[src/rtl/cyc_budget_pkg.sv]
package cyc_budget_pkg;

  typedef enum logic [3:0] {
    CL_OTHER   = 4'd0,
    CL_READ    = 4'd1,
    CL_READNP  = 4'd2,
    CL_RMW     = 4'd3,
    CL_STORE   = 4'd4,
    CL_BREAK   = 4'd5,
    CL_CALLRET = 4'd6,
    CL_JUMP    = 4'd7,
    CL_PULL    = 4'd8,
    CL_PUSH    = 4'd9
  } ins_class_e;

  typedef enum logic [3:0] {
    AM_IMPL    = 4'd0,
    AM_ACC     = 4'd1,
    AM_IMM     = 4'd2,
    AM_ZP      = 4'd3,
    AM_ZPX     = 4'd4,
    AM_ZPY     = 4'd5,
    AM_ABS     = 4'd6,
    AM_ABSX    = 4'd7,
    AM_ABSY    = 4'd8,
    AM_PREIND  = 4'd9,
    AM_POSTIND = 4'd10,
    AM_REL     = 4'd11,
    AM_INDABS  = 4'd12
  } addr_mode_e;

endpackage

[src/rtl/cyc_base_table.sv]
module cyc_base_table
  import cyc_budget_pkg::*;
#(
  parameter int CNT_W = 4
) (
  input  logic [3:0]       cls_i,
  input  logic [3:0]       mode_i,
  output logic [CNT_W-1:0] base_o
);

  always_comb begin
    base_o = CNT_W'(2);
    case (cls_i)
      CL_READ, CL_READNP: begin
        case (mode_i)
          AM_IMM:                             base_o = CNT_W'(2);
          AM_ZP:                              base_o = CNT_W'(3);
          AM_ZPX, AM_ABS, AM_ABSX, AM_ABSY:   base_o = CNT_W'(4);
          AM_PREIND:                          base_o = CNT_W'(6);
          AM_POSTIND:                         base_o = CNT_W'(5);
          default:                            base_o = CNT_W'(2);
        endcase
      end
      CL_RMW: begin
        case (mode_i)
          AM_ACC:          base_o = CNT_W'(2);
          AM_ZP:           base_o = CNT_W'(5);
          AM_ZPX, AM_ABS:  base_o = CNT_W'(6);
          AM_ABSX:         base_o = CNT_W'(7);
          default:         base_o = CNT_W'(2);
        endcase
      end
      CL_STORE: begin
        case (mode_i)
          AM_ZP:                 base_o = CNT_W'(3);
          AM_ZPX, AM_ABS:        base_o = CNT_W'(4);
          AM_ABSX, AM_ABSY:      base_o = CNT_W'(5);
          AM_PREIND, AM_POSTIND: base_o = CNT_W'(6);
          default:               base_o = CNT_W'(2);
        endcase
      end
      CL_BREAK:   base_o = CNT_W'(7);
      CL_CALLRET: base_o = CNT_W'(6);
      CL_JUMP:    base_o = CNT_W'(5);
      CL_PULL:    base_o = CNT_W'(4);
      CL_PUSH:    base_o = CNT_W'(3);
      default:    base_o = CNT_W'(2);
    endcase
  end

endmodule

[src/rtl/cyc_page_cross.sv]
module cyc_page_cross
  import cyc_budget_pkg::*;
#(
  parameter int ADDR_W = 16,
  parameter int IDX_W  = 8,
  parameter int PAGE_W = 8
) (
  input  logic [3:0]        cls_i,
  input  logic [3:0]        mode_i,
  input  logic [ADDR_W-1:0] base_i,
  input  logic [IDX_W-1:0]  x_i,
  input  logic [IDX_W-1:0]  y_i,
  input  logic [ADDR_W-1:0] eff_i,
  output logic              pen_o
);

  localparam int EXT_W = ADDR_W - IDX_W;

  logic [ADDR_W-1:0] x_ext, y_ext, sum_x, sum_y, back_y;

  assign x_ext  = {{EXT_W{1'b0}}, x_i};
  assign y_ext  = {{EXT_W{1'b0}}, y_i};
  assign sum_x  = base_i + x_ext;
  assign sum_y  = base_i + y_ext;
  assign back_y = eff_i - y_ext;

  always_comb begin
    pen_o = 1'b0;
    if (cls_i == CL_READ) begin
      case (mode_i)
        AM_ABSX:    pen_o = base_i[ADDR_W-1:PAGE_W] != sum_x[ADDR_W-1:PAGE_W];
        AM_ABSY:    pen_o = base_i[ADDR_W-1:PAGE_W] != sum_y[ADDR_W-1:PAGE_W];
        AM_POSTIND: pen_o = eff_i[ADDR_W-1:PAGE_W]  != back_y[ADDR_W-1:PAGE_W];
        default:    pen_o = 1'b0;
      endcase
    end
  end

endmodule

[src/rtl/cyc_countdown.sv]
module cyc_countdown #(
  parameter int CNT_W = 4
) (
  input  logic             clk,
  input  logic             rst,
  input  logic             start_i,
  input  logic [CNT_W-1:0] len_i,
  output logic [CNT_W-1:0] len_q,
  output logic             busy_q,
  output logic             done_q
);

  localparam logic [CNT_W-1:0] ONE = CNT_W'(1);
  localparam logic [CNT_W-1:0] TWO = CNT_W'(2);

  logic [CNT_W-1:0] rem_q;
  logic             accept;

  assign accept = start_i && !busy_q;

  always_ff @(posedge clk) begin
    if (rst) begin
      rem_q  <= '0;
      len_q  <= '0;
      busy_q <= 1'b0;
      done_q <= 1'b0;
    end else if (accept) begin
      rem_q  <= len_i;
      len_q  <= len_i;
      busy_q <= 1'b1;
      done_q <= (len_i == ONE);
    end else if (busy_q) begin
      rem_q  <= rem_q - ONE;
      done_q <= (rem_q == TWO);
      if (rem_q == ONE) begin
        busy_q <= 1'b0;
        done_q <= 1'b0;
      end
    end
  end


  done_inside_run_chk: assert property (@(posedge clk) disable iff (rst)
    done_q |-> busy_q);

  done_ends_run_chk: assert property (@(posedge clk) disable iff (rst)
    done_q |=> !busy_q);

  no_early_drop_chk: assert property (@(posedge clk) disable iff (rst)
    busy_q && !done_q |=> busy_q);

  len_held_chk: assert property (@(posedge clk) disable iff (rst)
    busy_q && !$rose(busy_q) |-> $stable(len_q));

endmodule

[src/rtl/cyc_budget_timer.sv]
module cyc_budget_timer
  import cyc_budget_pkg::*;
#(
  parameter int ADDR_W = 16,
  parameter int IDX_W  = 8,
  parameter int PAGE_W = 8,
  parameter int CNT_W  = 4
) (
  input  logic              clk,
  input  logic              rst,
  input  logic              start,
  input  logic [3:0]        ins_class,
  input  logic [3:0]        addr_mode,
  input  logic [ADDR_W-1:0] base_addr,
  input  logic [IDX_W-1:0]  index_x,
  input  logic [IDX_W-1:0]  index_y,
  input  logic [ADDR_W-1:0] eff_addr,
  output logic [CNT_W-1:0]  cycle_count,
  output logic              busy,
  output logic              done
);

  logic [CNT_W-1:0] base_cyc;
  logic             pen;
  logic [CNT_W-1:0] total;

  cyc_base_table #(.CNT_W(CNT_W)) u_table (
    .cls_i  (ins_class),
    .mode_i (addr_mode),
    .base_o (base_cyc)
  );

  cyc_page_cross #(.ADDR_W(ADDR_W), .IDX_W(IDX_W), .PAGE_W(PAGE_W)) u_cross (
    .cls_i  (ins_class),
    .mode_i (addr_mode),
    .base_i (base_addr),
    .x_i    (index_x),
    .y_i    (index_y),
    .eff_i  (eff_addr),
    .pen_o  (pen)
  );

  assign total = base_cyc + CNT_W'(pen);

  cyc_countdown #(.CNT_W(CNT_W)) u_count (
    .clk     (clk),
    .rst     (rst),
    .start_i (start),
    .len_i   (total),
    .len_q   (cycle_count),
    .busy_q  (busy),
    .done_q  (done)
  );


  idle_start_opens_chk: assert property (@(posedge clk) disable iff (rst)
    start && !busy |=> busy && !done);

  count_range_chk: assert property (@(posedge clk) disable iff (rst)
    busy |-> (cycle_count >= CNT_W'(2)) && (cycle_count <= CNT_W'(8)));

  no_penalty_class_chk: assert property (@(posedge clk) disable iff (rst)
    start && !busy && (ins_class == CL_RMW || ins_class == CL_STORE)
      && addr_mode == AM_ABSX |=> cycle_count == (ins_class == CL_RMW ? CNT_W'(7) : CNT_W'(5)) || $past(ins_class) != ins_class);

endmodule

[config.mk]
export PLATFORM = sky130hd
export DESIGN_NAME = cyc_budget_timer
export DESIGN_NICKNAME = d
export VERILOG_FILES = /design/src/rtl/cyc_budget_pkg.sv /design/src/rtl/cyc_base_table.sv /design/src/rtl/cyc_page_cross.sv /design/src/rtl/cyc_countdown.sv /design/src/rtl/cyc_budget_timer.sv
export SDC_FILE = /design/constraint.sdc
export NUM_CORES = 1
export LEC_CHECK = 0
export CELL_PAD_IN_SITES_DETAIL_PLACEMENT = 0
export CELL_PAD_IN_SITES_GLOBAL_PLACEMENT = 2
export CORE_ASPECT_RATIO = 1.1
export CORE_MARGIN = 2
export CORE_UTILIZATION = 24
export DETAILED_ROUTE_END_ITERATION = 6
export GPL_TIMING_DRIVEN = 0
export PLACE_DENSITY_LB_ADDON = 0.1
export SLEW_MARGIN = 25
export SYNTH_ARGS = -nofsm -noshare
export SYNTH_HDL_FRONTEND = slang
export SYNTH_SLANG_ARGS = --single-unit
export TNS_END_PERCENT = 10
[constraint.sdc]
create_clock -name clk -period 5 [get_ports clk]
set_input_delay 0.5 -clock clk [delete_from_list [all_inputs] [get_ports clk]]
set_output_delay 0.5 -clock clk [all_outputs]
set_load 0.01 [all_outputs]
==> flow_summary.yaml <==
status:
  status: "finished, final reports clean"
worst_setup_path:
  critPathLaunchType: "input pin"
  r2r_slack_ns: 3.73
  critical_path_arrival_ns: 4.01
  path_class: "in2reg"
  end_kind: "flip-flop"
  worst_ep_required_time_ns: 5.15
  worstPathMaxFanout: 10
cells_and_area:
  n_fill_cell: 605
  nets: 304
  finalNonFillerCells: 301
  area_growth_pct: 43.4
  num_antenna_cells: 0
  layout-drive-gt1-share_pct: 11.6
timing:
  rsz0062_at_grt: "false"
  fin_tns_setup_ns: 0
  fin_crit_sh_pct: 77.3
  clock_skew_ns: 0.00251
  worstMarginPinSlew_ns: 0.476
  relSlewSlack_pct: 68.3
  slew_viol_final: 0
  setup_viol: 0
  fmax_mhz: 259
  finalHoldViolCount: 0
  period_minus_slack_ns: 3.87
yosys:
  yosys.area_share.adder_pct: 16.9
  synthFlopType: "dfxtp_1"
  synth_mux_area_share_pct: 7.05
  yosysSeqAreaShare_pct: 14.3
  synth_seq_cells: 10
  ys_types: 48
  ys_warn_count: 0
  mappedNetlistArea_sq_mm: 0.00140
  synth-edff-count: 0
  postSynthAreaPerCell_sq_um: 8.06
  synth_top_family_by_area: "compound AO/OA/AOI/OAI gates"
  synth_compound_area_share_pct: 24.8
  synth_nets: 252
  synth_xor_area_share_pct: 1.25
  syn_inst: 174
  synth-simple-area-share_pct: 24.4
  synthArstFlopShare_pct: 0
flow_run:
  cap_violations: 0
clock_tree:
  cts_inserted_buffers: 3
  clock_latency_ns: 0.23
  cts_root_buf: "clkbuf_8"
  ctsHoldBuffers: 0
  h-tree-depth: 1
  cts_sinks: 10
  postCtsSetupBuffers: 0
  clockBufferDepth: 2
  tritoncts: "done"
  clk_pin_slew_ns: 0.05
  cts_resized: 0
detailed_routing:
  wl_per_cell_um: 13.2
  drc: 0
  vias: 1431
  drt_wl_total_um: 3970
  vias_per_cell: 4.75
  ant_nets: 0
  drt_iter0_drc: 31
  firstDrtPassIters: 4
die:
  die-area_sq_mm: 0.00647
  die_x_um: 76.9
  die_h_um: 84.2
  std_cell_rows: 29
  num_io_pins: 65
  core_area_sq_mm: 0.00570
  start_util_pct: 24.6
place:
  gp_congestion: 0.741
  port_buffers: 47
  dp_cells: 298
  post-dp-hpwl_um: 3200
pwr:
  p_per_area_mw_per_mm2: 155
  p_leak_nw: 0.804
  peakVddDrop_mv: 0.108
global_routing:
  gr-total-overflow: 0
  grt_first_pass_wirelength_um: 6750
  grt_pass1_vias: 1489
  grt_max_degree: 11
  grt_util_all_layers_pct: 12.5
  antenna_found_initial: 0
min_path:
  holdCritPathClass: "reg2reg"
-- state kept, by name, summed over array words and instances, names as in the netlist --
| name | cells |
|---|---|
| u_count.busy_q | 1 |
| u_count.done_q | 1 |
| u_count.len_q | 4 |
| u_count.rem_q | 4 |
-- final timing paths --
| kind | start | end | depth (start not counted) |
|---|---|---|---|
| worst min register to register | u_count.len_q[0]$_SDFFE_PP0P_ | u_count.len_q[0]$_SDFFE_PP0P_ | 2 |
| worst min-delay path | u_count.len_q[0]$_SDFFE_PP0P_ | u_count.len_q[0]$_SDFFE_PP0P_ | 2 |
| worst max-delay path | addr_mode[1] | u_count.done_q$_SDFFE_PP0P_ | 17 |
| worst max register to register | u_count.busy_q$_SDFF_PP0_ | u_count.done_q$_SDFFE_PP0P_ | 5 |
-- metal layers --
layer / vias up / track usage, % / share of wire (%)
met1: 650 / 15.7 / 48
met4: 0 / 1.98 / 0.35
met3: 2 / 3.01 / 5.0
met5: - / 0 / 0
met2: 38 / 22.0 / 47
li1: 741 / - / -
-- cell type report --
cell class / count / area [sq um] / share of cell area (%)
Tap cell: 77 / 96.3 / 4.79
Sequential cell: 10 / 200 / 9.96
Timing Repair Buffer: 47 / 470 / 23.4
Inverter: 14 / 52.6 / 2.61
Clock buffer: 3 / 41.3 / 2.05
Buffer: 10 / 106 / 5.29
Multi-Input combinational cell: 140 / 1040 / 51.9
-- cell usage in the layout (no fill, tap or decap), types with 2 or more instances in the layout --
| cell | instances |
|---|---|
| o211ai_1 | 2 |
| nor2_1 | 9 |
| o21a_1 | 2 |
| or2b_2 | 3 |
| a211o_1 | 2 |
| nand3b_1 | 3 |
| nor2b_1 | 5 |
| dfxtp_1 | 10 |
| nand2_1 | 13 |
| a211oi_1 | 2 |
| clkdlybuf4s50_1 | 47 |
| o21ai_0 | 5 |
| and2b_2 | 2 |
| clkbuf_1 | 2 |
| clkbuf_8 | 8 |
| a31oi_1 | 6 |
| mux2_2 | 7 |
| nor3_1 | 6 |
| o21ai_1 | 2 |
| a21o_1 | 2 |
| nand4b_1 | 2 |
| nand2b_1 | 4 |
| buf_6 | 2 |
| a2111oi_0 | 2 |
| ha_1 | 19 |
| mux2i_1 | 2 |
| xnor2_1 | 2 |
| a21oi_1 | 16 |
| nand3_1 | 4 |
| inv_1 | 14 |
-- cells in the mapped netlist, drive strengths merged, types with 3 or more instances --
cell type   n  share of area [%]
nand3       4                1.4
a31oi       6                2.7
a2111oi     3                2.3
nor3        6                2.1
o21ai       7                2.5
nand2      13                3.5
a21o        3                1.7
buf         3                2.1
ha         19                 17
nor2b       5                2.2
inv        14                3.7
a21oi      16                5.7
mux2        7                5.6
nor2        9                2.4
clkbuf      7                5.4
dfxtp      10                 14
nand3b      3                1.6
or2b        3                1.9
nand2b      4                1.8
-- per-stage QoR --
step	util [%]	hold slack [ns]	instance area, sq um	worst slack, ns	power [mW]
after CTS	35.3	0.465	2010	1.05	0.315
after detailed placement	34.6	0.452	1970	0.802	0.229
after global routing	35.3	0.498	2010	0.788	0.336
after floorplan	-	0.481	1400	1.55	0.169
after global placement	34.6	0.445	1970	0.845	0.227
final	35.3	0.462	2010	1.13	0.311
-- kinds of logic after synthesis --
kind of cell / after synthesis
flip-flops: 10
AO/OA/AOI/OAI: 52
buffers and inverters: 24
AND/OR/NAND/NOR: 58
multiplexers: 9
adder cells (fa/ha/maj): 19
XOR/XNOR: 2
-- critical path: stages --
cell and delay (ns):
clkdlybuf4s50_1 0.48, nor4b_4 0.29, buf_6 0.19, mux2_2 0.34, ha_1 0.29, nand3_1 0.07, o21ai_1 0.17, nand3_1 0.10
a31o_1 0.20, a2111oi_2 0.32, ha_1 0.23, ha_1 0.26, nor3_1 0.26, nand2_1 0.08, nor2_1 0.08, a21oi_1 0.07
o31ai_1 0.06
-- where the power goes --
group	total (mW)	internal, mW	switching [mW]
sequential	0.0913	0.0863	0.00503
clock	0.0839	0.0527	0.0312
combinational	0.136	0.0762	0.0597
total	0.311	0.215	0.0959
Note: power is estimated with default switching activity, not from simulation.
